[config.mk]
export PLATFORM = sky130hd
export DESIGN_NAME = clock_evict_engine
export DESIGN_NICKNAME = d
export VERILOG_FILES = /design/src/rtl/clk_evict_pkg.sv /design/src/rtl/evict_flag_bank.sv /design/src/rtl/evict_hand.sv /design/src/rtl/evict_ctrl.sv /design/src/rtl/clock_evict_engine.sv
export SDC_FILE = /design/constraint.sdc
export NUM_CORES = 1
export LEC_CHECK = 0
export ABC_AREA = 1
export BUFFER_PORTS_ARGS = -buffer_cell sky130_fd_sc_hd__buf_2
export CAP_MARGIN = 0
export CORE_UTILIZATION = 60
export CTS_BUF_LIST = sky130_fd_sc_hd__clkbuf_4
export CTS_CLUSTER_SIZE = 20
export DETAILED_ROUTE_END_ITERATION = 16
export PLACE_DENSITY = 0.82
export SYNTH_ARGS = -nofsm -noshare
export SYNTH_HDL_FRONTEND = slang
export SYNTH_SLANG_ARGS = --single-unit
export TNS_END_PERCENT = 1
[constraint.sdc]
create_clock -name clk -period 2.7 [get_ports clk]
set_input_delay 0.135 -clock clk [delete_from_list [all_inputs] [get_ports clk]]
set_output_delay 0.135 -clock clk [all_outputs]
set_load 0.02 [all_outputs]
[src/rtl/clk_evict_pkg.sv]
package clk_evict_pkg;
   typedef enum logic [0:0] {
      SCAN_IDLE = 1'b0,
      SCAN_RUN  = 1'b1
   } scan_state_e;
endpackage

[src/rtl/evict_flag_bank.sv]
module evict_flag_bank #(
   parameter int N_SLOTS = 8,
   parameter int IDX_W   = $clog2(N_SLOTS)
) (
   input  logic               clk,
   input  logic               rst_n,
   input  logic               age_clr,
   input  logic               acc_valid,
   input  logic [IDX_W-1:0]   acc_slot,
   input  logic               hand_en,
   input  logic               hand_load,
   input  logic [IDX_W-1:0]   hand_slot,
   output logic [N_SLOTS-1:0] flags
);
   // per-slot flag with priority: hand action, then access, then aging
   for (genvar gi = 0; gi < N_SLOTS; gi++) begin : g_slot
      logic flag_q;
      logic at_hand;
      logic touched;
      assign at_hand = hand_en && (hand_slot == IDX_W'(gi));
      assign touched = acc_valid && (acc_slot == IDX_W'(gi));
      always_ff @(posedge clk or negedge rst_n) begin
         if (!rst_n) begin
            flag_q <= 1'b0;
         end else if (at_hand) begin
            flag_q <= hand_load;
         end else if (touched) begin
            flag_q <= 1'b1;
         end else if (age_clr) begin
            flag_q <= 1'b0;
         end
      end
      assign flags[gi] = flag_q;
   end
endmodule

[src/rtl/evict_hand.sv]
module evict_hand #(
   parameter int N_SLOTS = 8,
   parameter int IDX_W   = $clog2(N_SLOTS)
) (
   input  logic             clk,
   input  logic             rst_n,
   input  logic             step,
   output logic [IDX_W-1:0] hand
);
   localparam logic [IDX_W-1:0] LAST_SLOT = IDX_W'(N_SLOTS - 1);
   localparam bit POW2 = ((1 << IDX_W) == N_SLOTS);

   logic [IDX_W-1:0] hand_q;
   logic [IDX_W-1:0] hand_nx;

   if (POW2) begin : g_wrap_free
      assign hand_nx = hand_q + 1'b1;
   end else begin : g_wrap_cmp
      assign hand_nx = (hand_q == LAST_SLOT) ? '0 : hand_q + 1'b1;
   end

   always_ff @(posedge clk or negedge rst_n) begin
      if (!rst_n) begin
         hand_q <= '0;
      end else if (step) begin
         hand_q <= hand_nx;
      end
   end

   assign hand = hand_q;
endmodule

[src/rtl/evict_ctrl.sv]
module evict_ctrl
   import clk_evict_pkg::*;
#(
   parameter int IDX_W = 3
) (
   input  logic             clk,
   input  logic             rst_n,
   input  logic             req,
   input  logic             flag_at_hand,
   input  logic [IDX_W-1:0] hand,
   output logic             busy,
   output logic             step,
   output logic             hand_load,
   output logic             done,
   output logic [IDX_W-1:0] victim
);
   scan_state_e state_q;
   logic        hit;

   assign busy      = (state_q == SCAN_RUN);
   assign step      = busy;
   assign hit       = busy && !flag_at_hand;
   assign hand_load = !flag_at_hand;

   always_ff @(posedge clk or negedge rst_n) begin
      if (!rst_n) begin
         state_q <= SCAN_IDLE;
         done    <= 1'b0;
         victim  <= '0;
      end else begin
         done <= 1'b0;
         unique case (state_q)
            SCAN_IDLE: if (req) state_q <= SCAN_RUN;
            SCAN_RUN: begin
               if (hit) begin
                  done    <= 1'b1;
                  victim  <= hand;
                  state_q <= SCAN_IDLE;
               end
            end
            default: state_q <= SCAN_IDLE;
         endcase
      end
   end
endmodule

[src/rtl/clock_evict_engine.sv]
module clock_evict_engine #(
   parameter int N_SLOTS = 8,
   parameter int IDX_W   = $clog2(N_SLOTS)
) (
   input  logic             clk,
   input  logic             rst_n,
   input  logic             req_i,
   input  logic             acc_valid_i,
   input  logic [IDX_W-1:0] acc_slot_i,
   input  logic             age_clr_i,
   output logic             busy_o,
   output logic             done_o,
   output logic [IDX_W-1:0] victim_o
);
   if (N_SLOTS < 2) begin : g_bad_slots
      $error("clock_evict_engine: N_SLOTS must be at least 2");
   end
   if ((1 << IDX_W) < N_SLOTS) begin : g_bad_width
      $error("clock_evict_engine: IDX_W too narrow for N_SLOTS");
   end

   logic [N_SLOTS-1:0] flags_q;
   logic [IDX_W-1:0]   hand_q;
   logic               step;
   logic               hand_load;
   logic               flag_at_hand;

   assign flag_at_hand = flags_q[hand_q];

   evict_flag_bank #(.N_SLOTS(N_SLOTS), .IDX_W(IDX_W)) u_flags (
      .clk       (clk),
      .rst_n     (rst_n),
      .age_clr   (age_clr_i),
      .acc_valid (acc_valid_i),
      .acc_slot  (acc_slot_i),
      .hand_en   (step),
      .hand_load (hand_load),
      .hand_slot (hand_q),
      .flags     (flags_q)
   );

   evict_hand #(.N_SLOTS(N_SLOTS), .IDX_W(IDX_W)) u_hand (
      .clk   (clk),
      .rst_n (rst_n),
      .step  (step),
      .hand  (hand_q)
   );

   evict_ctrl #(.IDX_W(IDX_W)) u_ctrl (
      .clk          (clk),
      .rst_n        (rst_n),
      .req          (req_i),
      .flag_at_hand (flag_at_hand),
      .hand         (hand_q),
      .busy         (busy_o),
      .step         (step),
      .hand_load    (hand_load),
      .done         (done_o),
      .victim       (victim_o)
   );
endmodule

Word-level counts from Yosys, hierarchy flattened
Index checks and enable logic that the tools add are counted.
{"block": "classes", "n_addsub": 1, "mul": 0, "div_mod_pow": 0, "n_lt_le_gt_ge": 1, "n_eq_ne": 14, "n_shift": 0, "mux": 24, "bitwise": 1, "reduce_logical": 29}
{"operator": "$eq 3x3->1 const B", "n": 8}
{"operator": "$reduce_bool 3->1", "n": 8}
{"operator": "$mux 1", "n": 22}
{"operator": "$logic_and 1x1->1", "n": 17}
{"operator": "$eq 3x2->1 const B", "n": 4}
{"operator": "$eq 3x1->1 const B", "n": 2}
{"operator": "$logic_not 3->1", "n": 2}
{"operator": "$lt 3x4->1 const B", "n": 1}
{"operator": "$add 3x1->3 const B", "n": 1}
{"operator": "$bmux 1 s3", "n": 1}
{"operator": "$pmux 1 s2", "n": 1}
{"operator": "$reduce_and 2->1", "n": 1}
{"operator": "$logic_not 1->1", "n": 1}
{"operator": "$not 1->1", "n": 1}
{"block": "word_totals", "register_bits": 16, "latchBits": 0, "ram_bits": 0, "romBits": 0, "input_bits": 8, "word_cells": 82, "memories": 0}

Logic depth before layout (Yosys ltp)
Gate-level depths: netlist (run 1).
{"block": "depth", "word_depth": 6, "depth_mapped": 10}

Hierarchy
A second synthesis (run 1) with hierarchy kept.
{"block": "hier_totals", "hier_cells": 157, "area_unflattened_um2": 1028.5}
{"mod": "evict_flag_bank", "instances": 1, "cells_per_inst": 95, "area_per_inst_um2": 594.3, "seq_area_each_um2": 200.2}
{"mod": "evict_ctrl", "instances": 1, "cells_per_inst": 20, "area_per_inst_um2": 191.4, "seq_area_each_um2": 125.1}
{"mod": "evict_hand", "instances": 1, "cells_per_inst": 14, "area_per_inst_um2": 132.6, "seq_area_each_um2": 75.1}
{"mod": "clock_evict_engine", "instances": 1, "cells_per_inst": 28, "area_per_inst_um2": 110.1, "seq_area_each_um2": 0.0}

Worst setup path after synthesis (run 1)
Ideal clock, no wire load.
{"block": "synth_path", "path_kind": "register to register", "start": "register u_hand.hand_q[0], in the netlist u_hand.hand[0]", "end": "register u_ctrl.victim[0]", "setup_time_ps": 117, "t_arrival_ps": 1036, "required_time_ps": 2583, "slack_ps": 1547, "path_stages_with_launch": 10, "n_path_buf": 1, "synth_period_minus_slack_ps": 1153, "path_cell_list": "dfrtp_1 > buf_6 > inv_6 > nand2_1 > nand3_2 > nand2_2 > nand2_2 > nand3_2 > nand2_1 > nand2_1"}
{"block": "synth_via", "elab_chain_len": 5}
{"element": "start, declared", "line_no": "evict_hand.sv:13", "text": "logic [IDX_W-1:0] hand_q;"}
{"element": "start signal, assigned", "line_no": "evict_hand.sv:26", "text": "hand_q <= hand_nx;"}
{"element": "$bmux 1 s3", "line_no": "clock_evict_engine.sv:28", "text": "assign flag_at_hand = flags_q[hand_q];"}
{"element": "$mux 1 (implied by the code)", "line_no": "clock_evict_engine.sv:28"}
{"element": "$logic_not 1->1", "line_no": "evict_ctrl.sv:22", "text": "assign hit = busy && !flag_at_hand;"}
{"element": "$logic_and 1x1->1", "line_no": "evict_ctrl.sv:22"}
{"element": "$reduce_and 2->1 (no line)"}
{"element": "end signal, assigned", "line_no": "evict_ctrl.sv:37", "text": "victim <= hand;"}
{"element": "end, declared", "line_no": "evict_ctrl.sv:15", "text": "output logic [IDX_W-1:0] victim"}
Parallel ways exist; a longest one is shown, timed or not. The select of a mux whose other input is x is not followed.
A chain may end at the register's enable or synchronous reset.

Worst setup path after layout (run 1)
{"block": "layout_path", "start": "register u_ctrl.state_q, in the netlist u_ctrl.busy", "end": "output port busy_o"}
{"element": "start, declared", "line_no": "evict_ctrl.sv:17", "text": "scan_state_e state_q;"}
{"element": "start signal, assigned", "line_no": "evict_ctrl.sv:27", "text": "state_q <= SCAN_IDLE;"}
{"element": "start signal, assigned", "line_no": "evict_ctrl.sv:33", "text": "SCAN_IDLE: if (req) state_q <= SCAN_RUN;"}
{"element": "start signal, assigned", "line_no": "evict_ctrl.sv:38", "text": "state_q <= SCAN_IDLE;"}
{"element": "end, declared", "line_no": "clock_evict_engine.sv:11", "text": "output logic busy_o,"}
No word-level cell between the ends.

==> results of run 1 <==
==> cell usage in the layout (no fill, tap or decap), drive strengths merged, types with 3 or more instances in the layout <==
master   n
ha       6
nor2     9
a21oi    4
clkbuf   3
dfrtp   16
nand2   39
o211ai   3
o21ai    5
buf     12
inv     19
nand3   22
==> final cells by class <==
cell class              count  area share [%]
multi-input cells          92            46.3
flip-flops and latches     16            36.0
inverters                  20            7.21
repair buffers             13            6.31
clock buffers               3            2.03
well taps                  16            1.80
clock inverters             1           0.338
==> power by group <==
group	total [mW]	switching [mW]	internal, mW
logic	0.663	0.421	0.242
clock network	0.133	0.0790	0.0538
registers	0.505	0.156	0.350
total	1.30	0.656	0.645
==> metrics by stage <==
stage	total power [mW]	worst slack (ps)
finish	1.30	1210
floorplan	1.02	1550
CTS	1.29	1240
global placement	1.14	1430
global route	1.41	1170
detailed placement	1.16	1380
==> state kept, by name, indices dropped and copies added (netlist names) <==
| register | flops |
|---|---|
| u_ctrl.victim | 3 |
| u_ctrl.busy | 1 |
| u_flags.g_slot.flag_q | 8 |
| u_ctrl.done | 1 |
| u_hand.hand | 3 |
==> per-layer routing <==
layer	part of all wire [%]	up-vias
li1	-	446
met1	46	404
met2	47	22
met3	3.9	7
met4	2.5	0
met5	0	-
==> cell families after synthesis <==
| kind of cell | after synthesis | synth area share, % |
|---|---|---|
| fa+ha+maj | 6 | 7.33 |
| simple gates | 73 | 35.5 |
| compound gates | 12 | 6.60 |
| xor+xnor | 1 | 0.856 |
| buf+inv | 24 | 10.6 |
| flops | 16 | 39.1 |
==> final timing paths <==
kind                                                        end  slack [ps]  cells after the start
setup / recovery                                         busy_o        1210                      1
hold reg to reg                    u_ctrl.victim[0]$_DFFE_PN0P_         490                      2
max in group asynchronous          u_ctrl.victim[1]$_DFFE_PN0P_        2150                      2
setup reg to reg           u_flags.g_slot[2].flag_q$_DFFE_PN0P_        1350                      7
min in group asynchronous  u_flags.g_slot[3].flag_q$_DFFE_PN0P_         280                      2
hold / removal                            u_ctrl.busy$_DFF_PN0_          70                      3
==> repair_timing <==
item	in CTS	in global routing
hold buffers	1	0
endpoints found under the hold margin	16	0
buffers inserted	0	0
==> flow_summary.ini, run 1 <==
[synth]
yosys_warnings = 0
synth_common_cells = nand2_1 (32), dfrtp_1 (16), nand3_1 (16)
synth_top_cell_area_share_pct = 39.1
ys_seq_area_share_pct = 39.1
netlist_area_um2 = 1020
synth.most_common_cell = nand2_1
synth_cells = 132
synth_fp_nets = 146
synth_edf_count = 0
syn_area_per_cell_um2 = 7.75
synth_ff_type = dfrtp_1
yosysUniqueCellTypes = 23
synth_top_area_cell = dfrtp_1
ys_async_sr_fraction_pct = 100
synth_area_leaders = dfrtp_1 (39%), nand2_1 (12%), nand3_1 (7.8%), ha_1 (7.3%), nand3_2 (5.9%)
ys_ff_latch = 16

[worst_hold_path]
hp-class = input pin to register
min-delay-start = req_i

[setup_path]
start_kind = register
r2r-start = u_hand.hand[0]$_DFFE_PN0P_
path_class = register to output pin
cpPeakStageDelay_ps = 780
cp.required_ps = 2570
slowest_stage = dfrtp_1
cp-end-kind = output pin
startpoint = u_ctrl.busy$_DFF_PN0_
path_cells = buf_2
cp_top_family = flip-flops
arrival_ps = 1360
crit_path_max_fanout = 21
worst-path-buf-inv = 1

[run_status]
outcome = finished clean

[final_layout]
drive_gt1_share_pct = 23.4
regArea_um2 = 400
diodes = 0
final_cell_area_um2 = 1110
final_cells = 161
syn2layout_area_growth_pct = 8.56
final_nets = 160
multi_input_area_um2 = 514
post-route-util_pct = 72.1
nFillCells = 127

[timing]
finalCriticalPeriod_ps = 1490
slew_viol_final = 0
setup-tns-final_ps = 0
hold_ws_ps = 73.9
finalSetupViolCount = 0
worst_pin_slew_ps = 669
hold_viol_final = 0
grt_setup_unrepaired = false
timing.slew.headroom_pct = 55.4
fmaxAchievable_ghz = 0.670
worst_clock_skew_ps = 2.05
post-route-period-util_pct = 55.3

[clock_tree]
cts_buffer_depth = 2
cts_tree = yes
clkSinkCount = 16
clk_pin_slew_ps = 90
htreeDepth = 1
cts_root_buf = clkbuf_4
numCtsBuffers = 3
clock_latency_ps = 290
cts_resized = 0

[grt]
grt.total_usage_pct = 25.1
grt_pass1_vias = 844
met3_usage_pct = 3.40
grt_first_pass_wirelength_um = 3480
antenna_found_initial = 0
grt_max_degree = 22
gr-usage-met1_pct = 33.8
met2_usage_pct = 39.1
grt-ovfl-total = 0
busiest_layer = met2

[floorplanning]
die-area_um2 = 1870
die_x_um = 43.3
core_area_um2 = 1540
die_y_um = 43.3
initial_utilization_pct = 66.4
floorplan.rows = 14
ios = 13

[place]
dpl-instance-area_um2 = 1070
gp_congestion = 0.917
placement.io_buffers = 12
dp_hpwl_um = 1550
dpl.cell_count = 156

[drt]
routedWlPerCell_um = 12.8
via_count = 879
drtAntennaViolNets = 0
viasPerCell = 5.46
wl_um = 2060
drt-initial-drc-count = 30
drc = 0
dr.pass1.iters = 4

[run]
drv_cap = 0

[pwr]
p_leak_nw = 0.622
power_density_nw_per_um2 = 1170
ir_worst_vdd_v = 0.000920
Note: power is estimated with default switching activity, not from simulation.
==> inputs of run 2 (changes only) <==
- CORE_UTILIZATION: 60 -> 59
- PLACE_DENSITY: 0.82 -> 0.81
- clock period: 2.7 -> 1.5 ns (I/O delays scaled with it)
==> flow_summary.ini, run 2 (same netlist as run 1, synthesis figures left out) <==
[drt]
drc = 1
wl_um = 2220
dr.pass1.iters = 10
drt-initial-drc-count = 16
viasPerCell = 5.52
drtAntennaViolNets = 0
routedWlPerCell_um = 13.6
via_count = 899

[clock_tree]
cts_buffer_depth = 2
clock_latency_ps = 280
cts_setup_buffers = 0
cts_tree = yes
clkSinkCount = 16
cts_root_buf = clkbuf_4
cts_resized = 0
numCtsBuffers = 3
clk_pin_slew_ps = 80
htreeDepth = 1

[place]
gp_congestion = 0.938
dp_slack_ps = 144
placement.io_buffers = 12
dp_hpwl_um = 1630

[floorplanning]
die_y_um = 43.7
die_x_um = 43.7
initial_utilization_pct = 65.7
core_area_um2 = 1560
floorplan.rows = 14
ios = 13
die-area_um2 = 1910

[pwr]
pwr-share-seq_pct = 36.8
power.internal_mw = 1.21
swShare_pct = 49.6
clockPowerShare_pct = 9.2
ir_worst_vdd_v = 0.00111
power_density_nw_per_um2 = 2130
p_sw_mw = 1.19
p_comb_share_pct = 54.0
p_leak_nw = 0.635

[grt]
grt-ovfl-total = 0
grt_max_degree = 17
grt_pass1_vias = 911
grt.total_usage_pct = 27.5
antenna_found_initial = 0
grt_first_pass_wirelength_um = 3750

[run_status]
outcome = finished, violations left
violations = design-rule violations

[final_layout]
final_nets = 163
diodes = 0
top_register = u_flags.g_slot.flag_q
final_cell_mix = nand2_1 (32), nand3_1 (16), dfrtp_1 (16)
layout_commonest_cell = nand2_1
syn2layout_area_growth_pct = 10.4
drive_gt1_share_pct = 25.2
largest_reg_flops = 8

[timing]
hold_ws_ps = 21.4
hold_viol_final = 0
setup-tns-final_ps = 0
worst_clock_skew_ps = 1.75
worst_pin_slew_ps = 549
post-route-period-util_pct = 96.4
grt_setup_unrepaired = false
timing.slew.headroom_pct = 63.4
finalSetupViolCount = 0
finalCriticalPeriod_ps = 1450
slew_viol_final = 0
fmaxAchievable_ghz = 0.691
setup_ws_ps = 53.3

[setup_path]
cp-end-kind = output pin
arrival_ps = 1370
cp.required_ps = 1420
crit_path_max_fanout = 15
start_kind = register
path_class = register to output pin

[run]
drv_cap = 0

[worst_hold_path]
hp-class = input pin to register
==> run 2: worst paths after layout <==
| check | start | to | slack [ps] | depth (start not counted) |
|---|---|---|---|---|
| worst max-delay path | u_ctrl.busy$_DFF_PN0_ | busy_o | 50 | 2 |
| worst min-delay path | req_i | u_ctrl.busy$_DFF_PN0_ | 20 | 3 |
| worst max register to register | u_hand.hand[0]$_DFFE_PN0P_ | u_flags.g_slot[3].flag_q$_DFFE_PN0P_ | 110 | 5 |
| worst min register to register | u_ctrl.victim[0]$_DFFE_PN0P_ | u_ctrl.victim[0]$_DFFE_PN0P_ | 470 | 2 |
| max in group asynchronous | rst_n | u_flags.g_slot[5].flag_q$_DFFE_PN0P_ | 1010 | 2 |
| min in group asynchronous | rst_n | u_flags.g_slot[0].flag_q$_DFFE_PN0P_ | 230 | 2 |
==> run 2: area by class of cell <==
class / instances / area, um2
Clock buffer: 3 / 22.5
Fill cell: 120 / 429
Inverter: 20 / 80.1
Multi-Input combinational cell: 92 / 514
Sequential cell: 16 / 400
Tap cell: 16 / 20.0
Timing Repair Buffer: 16 / 92.6
==> run 2: per-layer routing <==
metal	track usage (%)	up-vias	share of wire (%)
li1	-	451	-
met1	33.4	408	43
met2	43.9	34	49
met3	4.58	6	5.2
met4	20.0	0	2.4
met5	0	-	0
==> run 2: power by group through the flow <==
stage	Clock [mW]	Sequential [mW]	Combinational, mW
after floorplan	0	0.824	1.01
after global placement	0	0.877	1.24
after detailed placement	0	0.882	1.28
after CTS	0.223	0.875	1.29
after global routing	0.234	0.904	1.45
final	0.220	0.885	1.30
==> run 2: stage by stage <==
stage	instance area (um2)	util [%]	total power, mW	cells
after CTS	1130	72.5	2.39	163
after global placement	1100	70.4	2.12	159
after floorplan	1020	-	1.84	132
final	1130	72.5	2.40	163
after detailed placement	1100	70.4	2.16	159
after global routing	1130	72.5	2.58	163
==> run 2: repair_timing <==
item / in CTS / in global routing
endpoints found under the setup margin: 0 / 0
endpoints found under the hold margin: 16 / 0
hold buffers: 1 / 0
==> run 2: worst max-delay path, cell delays in order, from the launching register on <==
cell,delay [ps]
dfrtp_1,700
buf_4,230
buf_2,160
==> inputs of run 3 (changes only) <==
- BUFFER_PORTS_ARGS: -buffer_cell sky130_fd_sc_hd__buf_2 -> not set
- CORE_UTILIZATION: 59 -> 60
- DONT_BUFFER_PORTS: not set -> 1
- PLACE_DENSITY: 0.81 -> 0.76
==> flow_summary.ini, run 3 (same netlist as run 1, synthesis figures left out) <==
[run]
drv_cap = 0

[setup_path]
r2r-start = u_hand.hand[0]$_DFFE_PN0P_
start_kind = register
crit_path_max_fanout = 9
r2r_cells = 5
r2r_end = u_flags.g_slot[3].flag_q$_DFFE_PN0P_
path_class = register to register
worst-r2r-setup-slack_ps = 150
arrival_ps = 1530
startpoint = u_hand.hand[0]$_DFFE_PN0P_
cp.required_ps = 1680
cp-end-kind = register

[drt]
routedWlPerCell_um = 14.2
wl_met3_um = 104
wl_um = 2200
drtAntennaViolNets = 0
dr.pass1.iters = 4
met2WireLength_um = 1080
top_layer_used = met4
viasPerCell = 5.67
drc = 0
drt-initial-drc-count = 32
via_count = 879
m1WireLength_um = 968

[floorplanning]
initial_utilization_pct = 66.4
core_area_um2 = 1540
die_y_um = 43.3
floorplan.rows = 14
ios = 13
die-area_um2 = 1870
die_x_um = 43.3

[worst_hold_path]
min_to = u_flags.g_slot[5].flag_q$_DFFE_PN0P_
hp-class = input pin to register
hold_depth = 3
min-delay-start = acc_slot_i[1]

[clock_tree]
htreeDepth = 1
cts_root_buf = clkbuf_4
numCtsBuffers = 3
cts_buffer_depth = 2
clock_latency_ps = 300
cts_tree = yes
cts_resized = 0
clk_pin_slew_ps = 100
clkSinkCount = 16

[grt]
grt_pass1_vias = 825
antenna_found_initial = 0
grt.total_usage_pct = 27.3
grt_first_pass_wirelength_um = 3680
grt_max_degree = 17
grt-ovfl-total = 0

[timing]
finalSetupViolCount = 0
grt_setup_unrepaired = false
worst_clock_skew_ps = 10.5
post-route-period-util_pct = 89.7
finalCriticalPeriod_ps = 1350
setup_ws_ps = 155
fmaxAchievable_ghz = 0.743
hold_viol_final = 0
timing.slew.headroom_pct = 49.5
worst_pin_slew_ps = 755
setup-tns-final_ps = 0
slew_viol_final = 0

[place]
dpl.cell_count = 146
placement.io_buffers = 0
dp_slack_ps = 177
gp_congestion = 0.944
dp_hpwl_um = 1560

[final_layout]
final_nets = 154
post-route-util_pct = 71.8
largest_reg_flops = 8
top_register = u_flags.g_slot.flag_q
drive_gt1_share_pct = 17.3
final_cell_mix = nand2_1 (32), nand3_1 (16), dfrtp_1 (16)
final_cells = 155
diodes = 0
syn2layout_area_growth_pct = 8.07
layout_commonest_cell = nand2_1

[pwr]
p_leak_nw = 0.599
power_mw = 2.32
power_density_nw_per_um2 = 2100
ir_worst_vdd_v = 0.00141

[run_status]
outcome = finished clean
==> run 3: how the worst max path moves through the flow <==
stage	endpoint	slack [ps]	cells after the start
after floorplan	u_ctrl.victim[0]$_DFFE_PN0P_	350	9
after CTS	u_flags.g_slot[3].flag_q$_DFFE_PN0P_	160	5
after global routing	u_flags.g_slot[1].flag_q$_DFFE_PN0P_	30	7
final	u_flags.g_slot[3].flag_q$_DFFE_PN0P_	150	5
after global placement	u_flags.g_slot[3].flag_q$_DFFE_PN0P_	210	5
after detailed placement	u_flags.g_slot[3].flag_q$_DFFE_PN0P_	180	5
==> run 3: power breakdown <==
part / total (mW) / internal (mW) / switching (mW)
clock: 0.247 / 0.0971 / 0.149
combinational: 1.14 / 0.425 / 0.716
sequential: 0.937 / 0.630 / 0.307
==> run 3: metrics by stage <==
stage / hold WS (ps) / instance area [um2]
3_3_place_gp: -220 / 1030
4_1_cts: 5.77 / 1110
2_1_floorplan: -221 / 1020
5_1_grt: 46.3 / 1110
3_5_place_dp: -220 / 1030
6_report: 6.06 / 1110
==> run 3: metal layers <==
| layer | global-route usage, % | vias up |
|---|---|---|
| li1 | - | 437 |
| met1 | 38.8 | 403 |
| met2 | 43.0 | 34 |
| met3 | 2.55 | 5 |
| met4 | 10.9 | 0 |
| met5 | 0 | - |
==> run 3: worst max-delay path: stages, from the launching register on <==
cell and delay [ps]:
dfrtp_1 580, ha_1 260, ha_1 150, nand2_1 60, o21ai_0 100, o21ai_1 80
==> run 3: timing repair <==
item | CTS | global route
setup buffers | 0 | 0
hold buffers | 5 | 0
endpoints found under the setup margin | 0 | 0
endpoints found under the hold margin | 22 | 0
==> run 3: area by class of cell <==
type,count,area (um2)
multi-input combinational,92,514
fill,128,435
sequential,16,400
inverter,20,80.1
timing repair buffer,7,65.1
clock buffer,3,22.5
tap,16,20.0
clock inverter,1,3.75
